$ cat src/rtl/gpio_irq_pkg.sv
package gpio_irq_pkg;

    localparam int unsigned REG_AW = 3;

    typedef enum logic [REG_AW-1:0] {
        REG_MODE   = 3'd0,
        REG_ANYEDG = 3'd1,
        REG_POL    = 3'd2,
        REG_MASK   = 3'd3,
        REG_RAW    = 3'd4,
        REG_MSKD   = 3'd5,
        REG_ACK    = 3'd6
    } reg_addr_e;

    typedef enum logic [1:0] {
        PIN_IDLE  = 2'b00,
        PIN_HELD  = 2'b01,
        PIN_LEVEL = 2'b10
    } pin_state_e;

    typedef struct packed {
        logic level_mode;
        logic any_edge;
        logic pol_high;
    } pin_cfg_t;

endpackage

$ cat src/rtl/gpio_irq_sync.sv
module gpio_irq_sync #(
    parameter int unsigned NPINS  = 8,
    parameter int unsigned STAGES = 2
) (
    input  logic             clk_i,
    input  logic             rst_ni,
    input  logic [NPINS-1:0] pin_i,
    output logic [NPINS-1:0] cur_o,
    output logic [NPINS-1:0] prv_o
);

    localparam int unsigned LAST = STAGES - 1;

    logic [NPINS-1:0] stage_q [STAGES];
    logic [NPINS-1:0] prv_q;

    always_ff @(posedge clk_i or negedge rst_ni) begin
        if (!rst_ni) begin
            stage_q[0] <= '0;
        end else begin
            stage_q[0] <= pin_i;
        end
    end

    for (genvar g = 1; g < STAGES; g++) begin : g_stage
        always_ff @(posedge clk_i or negedge rst_ni) begin
            if (!rst_ni) begin
                stage_q[g] <= '0;
            end else begin
                stage_q[g] <= stage_q[g-1];
            end
        end
    end

    always_ff @(posedge clk_i or negedge rst_ni) begin
        if (!rst_ni) begin
            prv_q <= '0;
        end else begin
            prv_q <= stage_q[LAST];
        end
    end

    assign cur_o = stage_q[LAST];
    assign prv_o = prv_q;

endmodule

$ cat src/rtl/gpio_irq_cfg.sv
module gpio_irq_cfg
    import gpio_irq_pkg::*;
#(
    parameter int unsigned NPINS = 8
) (
    input  logic              clk_i,
    input  logic              rst_ni,
    input  logic [REG_AW-1:0] addr_i,
    input  logic              we_i,
    input  logic [NPINS-1:0]  wdata_i,
    input  logic [NPINS-1:0]  raw_i,
    input  logic [NPINS-1:0]  masked_i,
    output logic [NPINS-1:0]  mode_o,
    output logic [NPINS-1:0]  anyedg_o,
    output logic [NPINS-1:0]  pol_o,
    output logic [NPINS-1:0]  mask_o,
    output logic [NPINS-1:0]  ack_o,
    output logic [NPINS-1:0]  rdata_o
);

    logic [NPINS-1:0] mode_q;
    logic [NPINS-1:0] anyedg_q;
    logic [NPINS-1:0] pol_q;
    logic [NPINS-1:0] mask_q;
    reg_addr_e        sel;

    assign sel = reg_addr_e'(addr_i);

    always_ff @(posedge clk_i or negedge rst_ni) begin
        if (!rst_ni) begin
            mode_q   <= '0;
            anyedg_q <= '0;
            pol_q    <= '0;
            mask_q   <= '0;
        end else if (we_i) begin
            unique case (sel)
                REG_MODE:   mode_q   <= wdata_i;
                REG_ANYEDG: anyedg_q <= wdata_i;
                REG_POL:    pol_q    <= wdata_i;
                REG_MASK:   mask_q   <= wdata_i;
                default:    ;
            endcase
        end
    end

    always_comb begin
        ack_o = '0;
        if (we_i && (sel == REG_ACK)) begin
            ack_o = wdata_i;
        end
    end

    always_comb begin
        unique case (sel)
            REG_MODE:   rdata_o = mode_q;
            REG_ANYEDG: rdata_o = anyedg_q;
            REG_POL:    rdata_o = pol_q;
            REG_MASK:   rdata_o = mask_q;
            REG_RAW:    rdata_o = raw_i;
            REG_MSKD:   rdata_o = masked_i;
            default:    rdata_o = '0;
        endcase
    end

    assign mode_o   = mode_q;
    assign anyedg_o = anyedg_q;
    assign pol_o    = pol_q;
    assign mask_o   = mask_q;

endmodule

$ cat src/rtl/gpio_irq_pin.sv
module gpio_irq_pin
    import gpio_irq_pkg::*;
(
    input  logic     clk_i,
    input  logic     rst_ni,
    input  pin_cfg_t cfg_i,
    input  logic     cur_i,
    input  logic     prv_i,
    input  logic     ack_i,
    output logic     raw_o
);

    pin_state_e state_q;
    pin_state_e state_d;
    logic       rise;
    logic       fall;
    logic       edge_hit;
    logic       level_hit;

    always_comb begin
        rise      = cur_i & ~prv_i;
        fall      = ~cur_i & prv_i;
        edge_hit  = cfg_i.any_edge ? (rise | fall)
                                   : (cfg_i.pol_high ? rise : fall);
        level_hit = cfg_i.pol_high ? cur_i : ~cur_i;
    end

    // Next-state logic
    always_comb begin
        state_d = state_q;
        unique case (state_q)
            PIN_IDLE: begin
                if (cfg_i.level_mode)  state_d = PIN_LEVEL;
                else if (edge_hit)     state_d = PIN_HELD;
            end
            PIN_HELD: begin
                if (cfg_i.level_mode)        state_d = PIN_LEVEL;
                else if (ack_i && !edge_hit) state_d = PIN_IDLE;
            end
            PIN_LEVEL: begin
                if (!cfg_i.level_mode) begin
                    state_d = edge_hit ? PIN_HELD : PIN_IDLE;
                end
            end
            default: state_d = PIN_IDLE;
        endcase
    end

    // State register
    always_ff @(posedge clk_i or negedge rst_ni) begin
        if (!rst_ni) begin
            state_q <= PIN_IDLE;
        end else begin
            state_q <= state_d;
        end
    end

    // Output logic
    always_comb begin
        if (cfg_i.level_mode) begin
            raw_o = level_hit;
        end else begin
            unique case (state_q)
                PIN_HELD: raw_o = 1'b1;
                default:  raw_o = 1'b0;
            endcase
        end
    end

endmodule

$ cat src/rtl/gpio_irq_ctrl.sv
module gpio_irq_ctrl
    import gpio_irq_pkg::*;
#(
    parameter int unsigned NPINS     = 8,
    parameter int unsigned SYNC_DEPTH = 2
) (
    input  logic              clk_i,
    input  logic              rst_ni,
    input  logic [REG_AW-1:0] addr_i,
    input  logic              we_i,
    input  logic [NPINS-1:0]  wdata_i,
    output logic [NPINS-1:0]  rdata_o,
    input  logic [NPINS-1:0]  pin_i,
    output logic              irq_o
);

    logic [NPINS-1:0] cur_w;
    logic [NPINS-1:0] prv_w;
    logic [NPINS-1:0] mode_w;
    logic [NPINS-1:0] anyedg_w;
    logic [NPINS-1:0] pol_w;
    logic [NPINS-1:0] mask_w;
    logic [NPINS-1:0] ack_w;
    logic [NPINS-1:0] raw_w;
    logic [NPINS-1:0] masked_w;

    gpio_irq_sync #(
        .NPINS (NPINS),
        .STAGES(SYNC_DEPTH)
    ) u_sync (
        .clk_i (clk_i),
        .rst_ni(rst_ni),
        .pin_i (pin_i),
        .cur_o (cur_w),
        .prv_o (prv_w)
    );

    gpio_irq_cfg #(
        .NPINS(NPINS)
    ) u_cfg (
        .clk_i   (clk_i),
        .rst_ni  (rst_ni),
        .addr_i  (addr_i),
        .we_i    (we_i),
        .wdata_i (wdata_i),
        .raw_i   (raw_w),
        .masked_i(masked_w),
        .mode_o  (mode_w),
        .anyedg_o(anyedg_w),
        .pol_o   (pol_w),
        .mask_o  (mask_w),
        .ack_o   (ack_w),
        .rdata_o (rdata_o)
    );

    for (genvar p = 0; p < NPINS; p++) begin : g_pin
        pin_cfg_t cfg;
        assign cfg = '{level_mode: mode_w[p], any_edge: anyedg_w[p], pol_high: pol_w[p]};

        gpio_irq_pin u_pin (
            .clk_i (clk_i),
            .rst_ni(rst_ni),
            .cfg_i (cfg),
            .cur_i (cur_w[p]),
            .prv_i (prv_w[p]),
            .ack_i (ack_w[p]),
            .raw_o (raw_w[p])
        );
    end

    assign masked_w = raw_w & mask_w;
    assign irq_o    = |masked_w;

endmodule

$ cat config.mk
export PLATFORM = sky130hd
export DESIGN_NAME = gpio_irq_ctrl
export DESIGN_NICKNAME = d
export VERILOG_FILES = /design/src/rtl/gpio_irq_pkg.sv /design/src/rtl/gpio_irq_sync.sv /design/src/rtl/gpio_irq_cfg.sv /design/src/rtl/gpio_irq_pin.sv /design/src/rtl/gpio_irq_ctrl.sv
export SDC_FILE = /design/constraint.sdc
export NUM_CORES = 1
export LEC_CHECK = 0
export BUFFER_PORTS_ARGS = -buffer_cell sky130_fd_sc_hd__buf_2
export CAP_MARGIN = 20
export CORE_MARGIN = 5
export CORE_UTILIZATION = 49
export CTS_CLUSTER_SIZE = 16
export DETAILED_ROUTE_END_ITERATION = 10
export PLACE_DENSITY = 0.68
export SETUP_SLACK_MARGIN = 0.3
export SLEW_MARGIN = 10
export SYNTH_ARGS = -nofsm -noshare
export SYNTH_HDL_FRONTEND = slang
export SYNTH_SLANG_ARGS = --single-unit
$ cat constraint.sdc
create_clock -name clk_i -period 4.42 [get_ports clk_i]
set_input_delay 1.105 -clock clk_i [delete_from_list [all_inputs] [get_ports clk_i]]
set_output_delay 1.105 -clock clk_i [all_outputs]
set_load 0.005 [all_outputs]
==> metrics.cfg, run 1 <==
[sta]
rsz0062_at_grt=no
period_share_pct=78.59
finalSetupViolCount=0
fmax_mhz=287.9
fin_setup_tns_ns=0
hold_viol=0
tightest_slew_ns=0.9034
relSlewSlack_pct=39.77
fin_crit_ns=3.474
final.setup.worst_slack_ns=0.9462
holdWs_ns=0.3478
clock_skew_ns=0.004536
slew_violations=0

[logic_synthesis]
synth_area_leader_cell=dfrtp_1
synth.area.top_cells=dfrtp_1 51%, mux2_2 13%, ha_1 5.6%, mux4_2 4.4%, nand2_1 2.6%
netlist.area_leader.share_pct=50.60
avgSynthCellArea_um2=12.54
synth_cells=284
synth_seq_cells=72
synthSimpleGateAreaFrac_pct=12.40
ys_types=30
yosys.area_share.adder_pct=5.622
synth_top_family_by_area=multiplexers
syn_area_mm2=0.003561
synth_compound_area_share_pct=7.871
synth_mux_area_share_pct=17.81
yosys.area_share.xor_xnor_pct=1.968
yosys_warnings=0
syn_nets=322
yosysSeqAreaShare_pct=50.60

[global_routing]
grt_use_total_pct=17.20
grt_pass1_vias=2362
grt_overflow_total=0
grt_max_degree=73
antenna_found_initial=0
grt_pass1_wl_um=11700

[critical_path]
crit_cells=5
crit_end=rdata_o[6]
cpMostUsedCell=buf_2
path_buf_inv=3
r2r_slack_ns=3.11
cp_max_fo=14
arrival_ns=2.37
setup.worst_path.end_class=output pin
crit_chain=buf_2, mux4_1, inv_1, o32ai_1, buf_2
crit_slowest_cell=mux4_1
worstPathRequired_ns=3.31
ff2ff_path_depth=5
r2r-end=g_pin[4].u_pin.state_q[0]$_DFFE_PN0P_
worstSetupPathType=in2out
worst_path_largest_cell_delay_ns=0.60
cp_top_family=multiplexers
cp-start-kind=input port
timing.rr.start=u_sync.cur_o[4]$_DFF_PN0_
cp-startpoint=addr_i[1]

[routing]
firstDrtPassIters=4
drc=0
routedWlPerCell_um=16.40
postRouteAntennaNets=0
finalWirelength_um=6903
routed_via_density=5.508
vias=2319
drt_iter0_drc=120

[cts]
clk_pin_slew_ns=0.06
clock-sinks=72
cts_root_buf=clkbuf_8
cts_buffer_depth=2
hold_buffers=0
cts_buffers=9
cts_setup_buffers=0
h-tree-depth=3
ctsResizeCount=0
insertion_delay_ns=0.33
cts_tree=yes

[worst_hold_path]
min_path_type=reg2reg

[pwr]
p_int_mw=1.228
total_power_mw=1.751
netSwitchingFraction_pct=29.84
seq_power_share_pct=53.5
clock_power_share_pct=24.6
power_density_mw_per_mm2=440.3
power.combinational.fraction_pct=21.9
leakagePower_nw=1.779
p_switching_mw=0.5225
irDropWorstVdd_mv=0.1797

[job]
cap_violations=0

[die]
fp.dieH_um=95.25
boundaryPins=31
die-area_mm2=0.009072
row_count=31
dieWidth_um=95.25
initial_core_util_pct=49.63
core_area_mm2=0.007176

[cells_and_area]
antenna_cells=0
final_area_mm2=0.003976
final_common_cell=dfrtp_1
drive_gt1_share_pct=30.12
layout_common_cells=72 x dfrtp_1, 40 x mux2_2, 29 x buf_2, 25 x nand2_1, 24 x inv_1
stdcell_count=421
nNetsFinal=357
fin_util_pct=55.41
syn_to_final_growth_pct=11.67

[placement]
place_ws_ns=0.9364
port_buffers=30
dpl.hpwl_um=4686
dpl_cell_area_mm2=0.003822
dpl.cell_count=407
place_congestion=0.8328

[outcome]
status=completed

## cell type report
class                      count  area [µm²]
fill                         619        3199
tap                           99       123.9
clock inverter                 1       5.005
sequential                    72        1802
clock buffer                  13       148.9
inverter                      24       90.09
multi-input combinational    180        1639
timing repair buffer          32       167.7
## state kept, by name, summed over array words and instances (netlist names)
name / count
u_sync.cur_o: 8
u_cfg.pol_o: 8
u_cfg.mode_o: 8
u_cfg.anyedg_o: 8
u_sync.stage_q: 8
u_cfg.mask_o: 8
g_pin.u_pin.state_q: 16
u_sync.prv_o: 8
## Yosys cell counts (all sizes together)
| master | number |
|---|---|
| nor3b | 8 |
| a21boi | 8 |
| a221oi | 8 |
| mux4 | 8 |
| or3 | 1 |
| clkbuf | 2 |
| nor2b | 8 |
| inv | 24 |
| dfrtp | 72 |
| and4bb | 7 |
| nor4bb | 3 |
| nand4 | 2 |
| ha | 16 |
| o32ai | 8 |
| buf | 6 |
| o21ai | 8 |
| a21oi | 8 |
| xnor2 | 8 |
| nor4b | 1 |
| nand4b | 1 |
| nor4 | 2 |
| and4b | 1 |
| nand3 | 8 |
| mux2 | 40 |
| nand2b | 1 |
| nand2 | 25 |
## power groups by stage
| stage | Combinational [mW] | Sequential (mW) | Clock [mW] |
|---|---|---|---|
| 5_1_grt | 0.433 | 0.965 | 0.472 |
| 6_report | 0.383 | 0.937 | 0.431 |
| 2_1_floorplan | 0.293 | 0.903 | 0 |
| 4_1_cts | 0.389 | 0.934 | 0.449 |
| 3_5_place_dp | 0.387 | 0.946 | 0 |
| 3_3_place_gp | 0.376 | 0.940 | 0 |
## metal layers
metal / wire length, µm / vias up / track usage, %
li1: - / 1104 / -
met1: 3035 / 1150 / 22.33
met2: 3396 / 54 / 27.64
met3: 362 / 11 / 4.657
met4: 109 / 0 / 6.250
met5: 0 / - / 0
## cell families (layout without fill, tap and decap cells)
kind of cell,after synthesis,after routing
and+or+nand+nor,68,68
buffers and inverters,32,70
muxes,48,48
adders and majority gates,16,16
AOI/OAI and AO/OA,40,40
DFF,72,72
xor gates and xnor gates,8,8
## how the worst min path moves through the flow
stage	from	end	slack, ns	cells after the start
after detailed placement	u_sync.stage_q[14]$_DFF_PN0_	u_sync.cur_o[6]$_DFF_PN0_	0.33	0
after floorplan	u_sync.stage_q[8]$_DFF_PN0_	u_sync.cur_o[0]$_DFF_PN0_	0.33	0
final	u_sync.stage_q[14]$_DFF_PN0_	u_sync.cur_o[6]$_DFF_PN0_	0.35	0
after global placement	u_sync.stage_q[8]$_DFF_PN0_	u_sync.cur_o[0]$_DFF_PN0_	0.33	0
after CTS	u_sync.stage_q[13]$_DFF_PN0_	u_sync.cur_o[5]$_DFF_PN0_	0.35	0
after global routing	u_sync.stage_q[14]$_DFF_PN0_	u_sync.cur_o[6]$_DFF_PN0_	0.35	0
## worst register-to-register path, stage by stage, from the launching register on
cell	delay, ns
dfrtp_1	0.41
inv_1	0.07
ha_1	0.18
mux2_2	0.25
o21ai_0	0.18
a221oi_1	0.10
(Power assumes the default switching activity.)
==> run 2: changes to the inputs <==
Settings changed: ABC_AREA set to 1, PLACE_DENSITY 0.68 to 0.67.
Clock period 4.42 ns to 3.4 ns, I/O delays scaled along.
==> run 2 against run 1 <==
Compared with the run above:
- hold slack is essentially flat
- area after synthesis is 13% higher
- critical path type unchanged
- largest cell class is now multi-input combinational cells
- largest power group unchanged
- worst setup slack worse by 0.40 ns
==> metrics.cfg, run 2 <==
[outcome]
status=completed  ; unchanged

[logic_synthesis]
yosysMostFrequentCell=nand2_1  ; was dfrtp_1
synth_seq_cells=72  ; unchanged
ys_types=19  ; was 30
synth.area.top_cells=dfrtp_1 45%, nand2_1 18%, inv_1 8.6%, nand3_1 6.4%, ha_1 5.0%  ; was dfrtp_1 51%, mux2_2 13%, ha_1 5.6%, mux4_2 4.4%, nand2_1 2.6%
yosysSeqAreaShare_pct=44.90  ; was 50.60%
synth_cells=544  ; was 284
yosys_warnings=0  ; unchanged
netlist.area_leader.share_pct=44.90  ; was 50.60%
syn_nets=582  ; was 322
syn_area_mm2=0.004013  ; was 0.003561 mm²
synth_edf_count=0  ; unchanged
synth-async-reset-ratio_pct=100.0  ; unchanged
synth_ff_type=dfrtp_1  ; unchanged
avgSynthCellArea_um2=7.376  ; was 12.54 µm²
synth_area_leader_cell=dfrtp_1  ; unchanged
ys_top_cells_by_count=191 x nand2_1, 92 x inv_1, 72 x dfrtp_1  ; was 72 x dfrtp_1, 40 x mux2_2, 25 x nand2_1

[job]
cap_violations=0  ; unchanged

[die]
dieWidth_um=100.5  ; was 95.25 µm
boundaryPins=31  ; unchanged
core_area_mm2=0.008093  ; was 0.007176 mm²
die-area_mm2=0.01010  ; was 0.009072 mm²
fp.dieH_um=100.5  ; was 95.25 µm
row_count=33  ; was 31
initial_core_util_pct=49.58  ; was 49.63%

[placement]
place_congestion=0.7956  ; was 0.8328
dpl.hpwl_um=6237  ; was 4686 µm
port_buffers=30  ; unchanged

[cells_and_area]
antenna_cells=0  ; unchanged
syn_to_final_growth_pct=10.51  ; was 11.67%
drive_gt1_share_pct=10.96  ; was 30.12%
top_register=g_pin.u_pin.state_q  ; unchanged
final_common_cell=nand2_1  ; was dfrtp_1
final.fill_count=785  ; was 619
layout_common_cells=191 x nand2_1, 92 x inv_1, 72 x dfrtp_1, 51 x nand3_1, 38 x o21ai_0  ; was 72 x dfrtp_1, 40 x mux2_2, 29 x buf_2, 25 x nand2_1, 24 x inv_1
largest_reg_flops=16  ; unchanged
nNetsFinal=618  ; was 357

[global_routing]
grt_max_degree=73  ; unchanged
grt_pass1_vias=3362  ; was 2362
grt_overflow_total=0  ; unchanged
grt_use_total_pct=19.45  ; was 17.20%
antenna_found_initial=0  ; unchanged
grt_pass1_wl_um=15500  ; was 11700 µm

[cts]
clk_pin_slew_ns=0.07  ; was 0.06 ns
ctsResizeCount=0  ; unchanged
clock-sinks=72  ; unchanged
cts_tree=yes  ; unchanged
cts_root_buf=clkbuf_8  ; unchanged
hold_buffers=0  ; unchanged
insertion_delay_ns=0.34  ; was 0.33 ns
h-tree-depth=3  ; unchanged
cts_setup_buffers=0  ; unchanged
cts_buffer_depth=2  ; unchanged
cts_buffers=9  ; unchanged

[routing]
routedWlPerCell_um=13.08  ; was 16.40 µm
postRouteAntennaNets=0  ; unchanged
firstDrtPassIters=5  ; was 4
drc=0  ; unchanged
finalWirelength_um=9010  ; was 6903 µm
routed_via_density=5.064  ; was 5.508
drt_iter0_drc=196  ; was 120
vias=3489  ; was 2319

[sta]
tightest_slew_ns=0.8984  ; was 0.9034 ns
holdWs_ns=0.3482  ; was 0.3478 ns
fin_setup_tns_ns=0  ; unchanged
rsz0062_at_grt=no  ; unchanged
slew_violations=0  ; unchanged
period_share_pct=84.04
fmax_mhz=350.0
finalSetupViolCount=0  ; unchanged
relSlewSlack_pct=40.11  ; was 39.77%
fin_crit_ns=2.857
hold_viol=0  ; unchanged
clock_skew_ns=0.006546  ; was 0.004536 ns

[pwr]
power_density_mw_per_mm2=575.3  ; was 440.3 mW/mm²
leakagePower_nw=2.412  ; was 1.779 nW
total_power_mw=2.551  ; was 1.751 mW
irDropWorstVdd_mv=0.2391  ; was 0.1797 mV

[critical_path]
cp_max_fo=9  ; was 14
worstPathRequired_ns=2.55  ; was 3.31 ns
setup.worst_path.end_class=output pin  ; unchanged
cp-start-kind=input port  ; unchanged
arrival_ns=2.01  ; was 2.37 ns
worstSetupPathType=in2out  ; unchanged

[worst_hold_path]
min_path_type=reg2reg  ; unchanged

run 2: cell count changes after synthesis, sizes merged, moves of 18 or more:
| cell | delta |
|---|---|
| inv | +70 |
| mux2 | -40 |
| nand2 | +172 |
| nand3 | +44 |
| nor2 | +18 |
| nor3 | +19 |
| o21ai | +46 |
run 2: kinds of logic (layout without fill, tap and decap cells):
| logic type | count (synthesis) | after routing | synth area share, % |
|---|---|---|---|
| adder cells (fa/ha/maj) | 16 | 16 | 4.989 |
| flip-flops | 72 | 72 | 44.90 |
| buffers and inverters | 99 | 139 | 10.04 |
| AND/OR/NAND/NOR | 287 | 287 | 30.59 |
| AO/OA/AOI/OAI | 70 | 70 | 9.479 |
run 2: where the power goes:
part | internal, mW | switching [mW] | leakage, nW
sequential | 1.01 | 0.179 | 0.882
combinational | 0.269 | 0.431 | 1.44
clock | 0.354 | 0.306 | 0.0925
total | 1.64 | 0.915 | 2.41
run 2: final cells by class:
type	instances	area [µm²]	share of cell area, %
clock buffers	12	145.1	3.273
clock inverters	3	42.54	0.9594
inverters	94	352.8	7.957
multi-input cells	373	1808	40.77
flip-flops and latches	72	1802	40.63
well taps	105	131.4	2.963
repair buffers	30	152.6	3.442
run 2: final timing paths:
kind                                               from  slack (ns)                                    end  cells past startpoint
max                                           addr_i[1]        0.54                             rdata_o[6]                      7
min                        u_sync.stage_q[15]$_DFF_PN0_        0.35              u_sync.cur_o[7]$_DFF_PN0_                      0
max reg2reg                   u_sync.cur_o[4]$_DFF_PN0_        2.02  g_pin[4].u_pin.state_q[0]$_DFFE_PN0P_                      5
min reg2reg                u_sync.stage_q[15]$_DFF_PN0_        0.35              u_sync.cur_o[7]$_DFF_PN0_                      0
max in group asynchronous                        rst_ni        2.19            u_sync.stage_q[8]$_DFF_PN0_                      1
min in group asynchronous                        rst_ni        0.64  g_pin[1].u_pin.state_q[1]$_DFFE_PN0P_                      1
run 2: routing by layer:
| layer | track usage (%) | part of all wire (%) |
|---|---|---|
| met1 | 24.67 | 45 |
| met2 | 33.08 | 48 |
| met3 | 5.398 | 5.9 |
| met4 | 4.456 | 0.91 |
| met5 | 0 | 0 |
run 2: critical path, cell delays in order:
cell and delay (ns):
buf_2 0.17, nor3_4 0.51, nand2_1 0.11, nand2_1 0.09, nor2_1 0.04, nand3_1 0.10, buf_2 0.12
run 2: stage by stage:
stage,setup WS (ns),util [%],cell area [µm²],instances
CTS,0.5656,54.79,4434,689
floorplan,0.9749,-,4013,544
global route,0.4357,54.79,4434,689
finish,0.5427,54.79,4434,689
detailed placement,0.5660,52.47,4247,674
global placement,0.5877,52.47,4247,674
==> run 3: changes to the inputs <==
Settings changed: PLACE_DENSITY 0.67 to 0.7.
Clock period 3.4 ns to 2.5 ns, I/O delays scaled along.
==> run 3 against run 2 <==
Compared with the run above:
- via count rose by 2.1%
- highest routed layer unchanged
- global-route usage fell by 0.065 points
- flip-flop and latch count did not move
- routed wire length rose by 2.2%
- die area did not move
- power rose by 48%
- critical path type is now reg2out
- cell count rose by 3.5%
- combinational power rose by 49%
==> metrics.cfg, run 3 (synthesized netlist as in run 2, its figures left out) <==
[sta]
finalSetupViolCount=0  ; unchanged
hold_viol=0  ; unchanged
rsz0062_at_grt=yes  ; was no
relSlewSlack_pct=68.99  ; was 40.11%
period_share_pct=87.01
fin_setup_tns_ns=0  ; unchanged
fin_crit_ns=2.175
final.setup.worst_slack_ns=0.3246  ; was 0.5427 ns
slew_violations=0  ; unchanged
fmax_mhz=459.7
clock_skew_ns=0.005483  ; was 0.006546 ns
tightest_slew_ns=0.4651  ; was 0.8984 ns

[routing]
postRouteAntennaNets=0  ; unchanged
routed_via_density=4.994  ; was 5.064
vias=3561  ; was 3489
drc=0  ; unchanged
finalWirelength_um=9211  ; was 9010 µm
routedWlPerCell_um=12.92  ; was 13.08 µm
firstDrtPassIters=4  ; was 5
drt_iter0_drc=170  ; was 196

[global_routing]
grt_max_degree=39  ; was 73
grt_pass1_vias=3388  ; was 3362
grt_use_total_pct=19.38  ; was 19.45%
grt_pass1_wl_um=15460  ; was 15500 µm
antenna_found_initial=0  ; unchanged
grt_overflow_total=0  ; unchanged

[cells_and_area]
drive_gt1_share_pct=17.76  ; was 10.96%
final.fill_count=761  ; was 785
final_common_cell=nand2_1  ; unchanged
layout_common_cells=188 x nand2_1, 85 x inv_1, 68 x dfrtp_1, 50 x nand3_1, 30 x o21ai_0  ; was 191 x nand2_1, 92 x inv_1, 72 x dfrtp_1, 51 x nand3_1, 38 x o21ai_0
nNetsFinal=641  ; was 618
antenna_cells=0  ; unchanged
largest_reg_flops=16  ; unchanged
syn_to_final_growth_pct=18.52  ; was 10.51%
top_register=g_pin.u_pin.state_q  ; unchanged

[critical_path]
worst_path_largest_cell_delay_ns=0.42  ; was 0.51 ns
cp-start-kind=flop  ; was input port
setup.worst_path.end_class=output pin  ; unchanged
crit_slowest_cell=dfrtp_1  ; was nor3_4
worstSetupPathType=reg2out  ; was in2out
arrival_ns=1.55  ; was 2.01 ns
crit_chain=buf_4, nand3_1, nand2_1, nand2_1, nand2_1, nor2_2, nand2_1, buf_2  ; was buf_2, nor3_4, nand2_1, nand2_1, nor2_1, nand3_1, buf_2
cp_max_fo=4  ; was 9
cpMostUsedCell=nand2_1
worstPathRequired_ns=1.88  ; was 2.55 ns

[placement]
place_ws_ns=0.1918  ; was 0.5660 ns
place_congestion=0.8221  ; was 0.7956
dpl.hpwl_um=6427  ; was 6237 µm
port_buffers=30  ; unchanged

[cts]
clk_pin_slew_ns=0.08  ; was 0.07 ns
clock-sinks=72  ; unchanged
cts_root_buf=clkbuf_8  ; unchanged
insertion_delay_ns=0.35  ; was 0.34 ns
cts_tree=yes  ; unchanged
cts_buffers=9  ; unchanged
h-tree-depth=3  ; unchanged
cts_buffer_depth=2  ; unchanged
hold_buffers=0  ; unchanged

[die]
initial_core_util_pct=49.58  ; unchanged
row_count=33  ; unchanged
fp.dieH_um=100.5  ; unchanged
die-area_mm2=0.01010  ; unchanged
dieWidth_um=100.5  ; unchanged
boundaryPins=31  ; unchanged
core_area_mm2=0.008093  ; unchanged

[worst_hold_path]
min_path_type=in2async  ; was reg2reg

[pwr]
irDropWorstVdd_mv=0.4368  ; was 0.2391 mV
power_density_mw_per_mm2=795.9  ; was 575.3 mW/mm²
leakagePower_nw=2.565  ; was 2.412 nW

[outcome]
status=completed  ; unchanged

[job]
cap_violations=0  ; unchanged

==> run 3: cell types whose count changed in the layout (fill, tap and decap cells not counted), moves of 4 or more <==
cell     change
buf_4       +19
buf_6        +4
dfrtp_1      -4
dfrtp_2      +4
inv_1        -7
inv_4        +4
o21ai_0      -8
o21ai_1      +6
==> run 3: worst max-delay path: cells and delay by family, from the launching register on <==
kind	cells	cell delay, ns
buffers and inverters	2	0.28
flip-flops	1	0.42
AND/OR/NAND/NOR	6	0.50
==> run 3: where the power goes <==
group / internal, mW / switching (mW)
clock: 0.664 / 0.453
sequential: 1.38 / 0.246
combinational: 0.433 / 0.610
==> run 3: layer usage <==
metal	up-vias	share of wire, %	wire length [µm]	global-route usage (%)
met4	0	2.3	210	7.565
li1	1824	-	-	-
met2	77	50	4563	32.42
met3	24	4.7	429	4.498
met1	1636	44	4008	24.31
met5	-	0	0	0
==> run 3: final cells by class <==
| type | instances | area, µm² | area share (%) |
|---|---|---|---|
| tap | 105 | 131.4 | 2.762 |
| clock inverter | 7 | 117.6 | 2.473 |
| multi-input combinational | 373 | 1846 | 38.81 |
| timing repair buffer | 52 | 360.3 | 7.577 |
| clock buffer | 9 | 123.9 | 2.605 |
| sequential | 72 | 1807 | 37.99 |
| timing repair inverter | 1 | 7.507 | 0.1579 |
| inverter | 94 | 362.8 | 7.630 |
==> run 3: final timing paths <==
check                                            startpoint                                     to  slack (ns)  cells after the start
max in group asynchronous                            rst_ni            u_cfg.mode_o[5]$_DFFE_PN0P_        1.71                      2
worst max-delay path            u_cfg.mode_o[7]$_DFFE_PN0P_                                  irq_o        0.32                      8
min in group clk_i              u_sync.stage_q[8]$_DFF_PN0_              u_sync.cur_o[0]$_DFF_PN0_        0.35                      0
worst min-delay path                                 rst_ni  g_pin[3].u_pin.state_q[0]$_DFFE_PN0P_        0.22                      1
worst max register to register    u_sync.cur_o[4]$_DFF_PN0_  g_pin[4].u_pin.state_q[0]$_DFFE_PN0P_        1.12                      5
worst min register to register  u_sync.stage_q[8]$_DFF_PN0_              u_sync.cur_o[0]$_DFF_PN0_        0.35                      0
==> run 3: per-stage QoR <==
| step | instance area [µm²] | util [%] | hold slack (ns) | instances | power (mW) |
|---|---|---|---|---|---|
| after floorplan | 4013 | - | 0.3294 | 544 | 2.296 |
| after global placement | 4312 | 53.28 | 0.3313 | 681 | 2.541 |
| after detailed placement | 4312 | 53.28 | 0.3358 | 681 | 2.594 |
| after CTS | 4607 | 56.93 | 0.2233 | 700 | 3.745 |
| after global routing | 4756 | 58.77 | 0.2403 | 713 | 4.076 |
| final | 4756 | 58.77 | 0.2235 | 713 | 3.785 |
==> run 3: timing repair <==
| action | 4_1_cts | 5_1_grt |
|---|---|---|
| cloned | 1 | 0 |
| pin swaps | 1 | 6 |
| setup buffers | 2 | 13 |
| resized for setup | 12 | 29 |
| endpoints found under the setup margin | 9 | 9 |
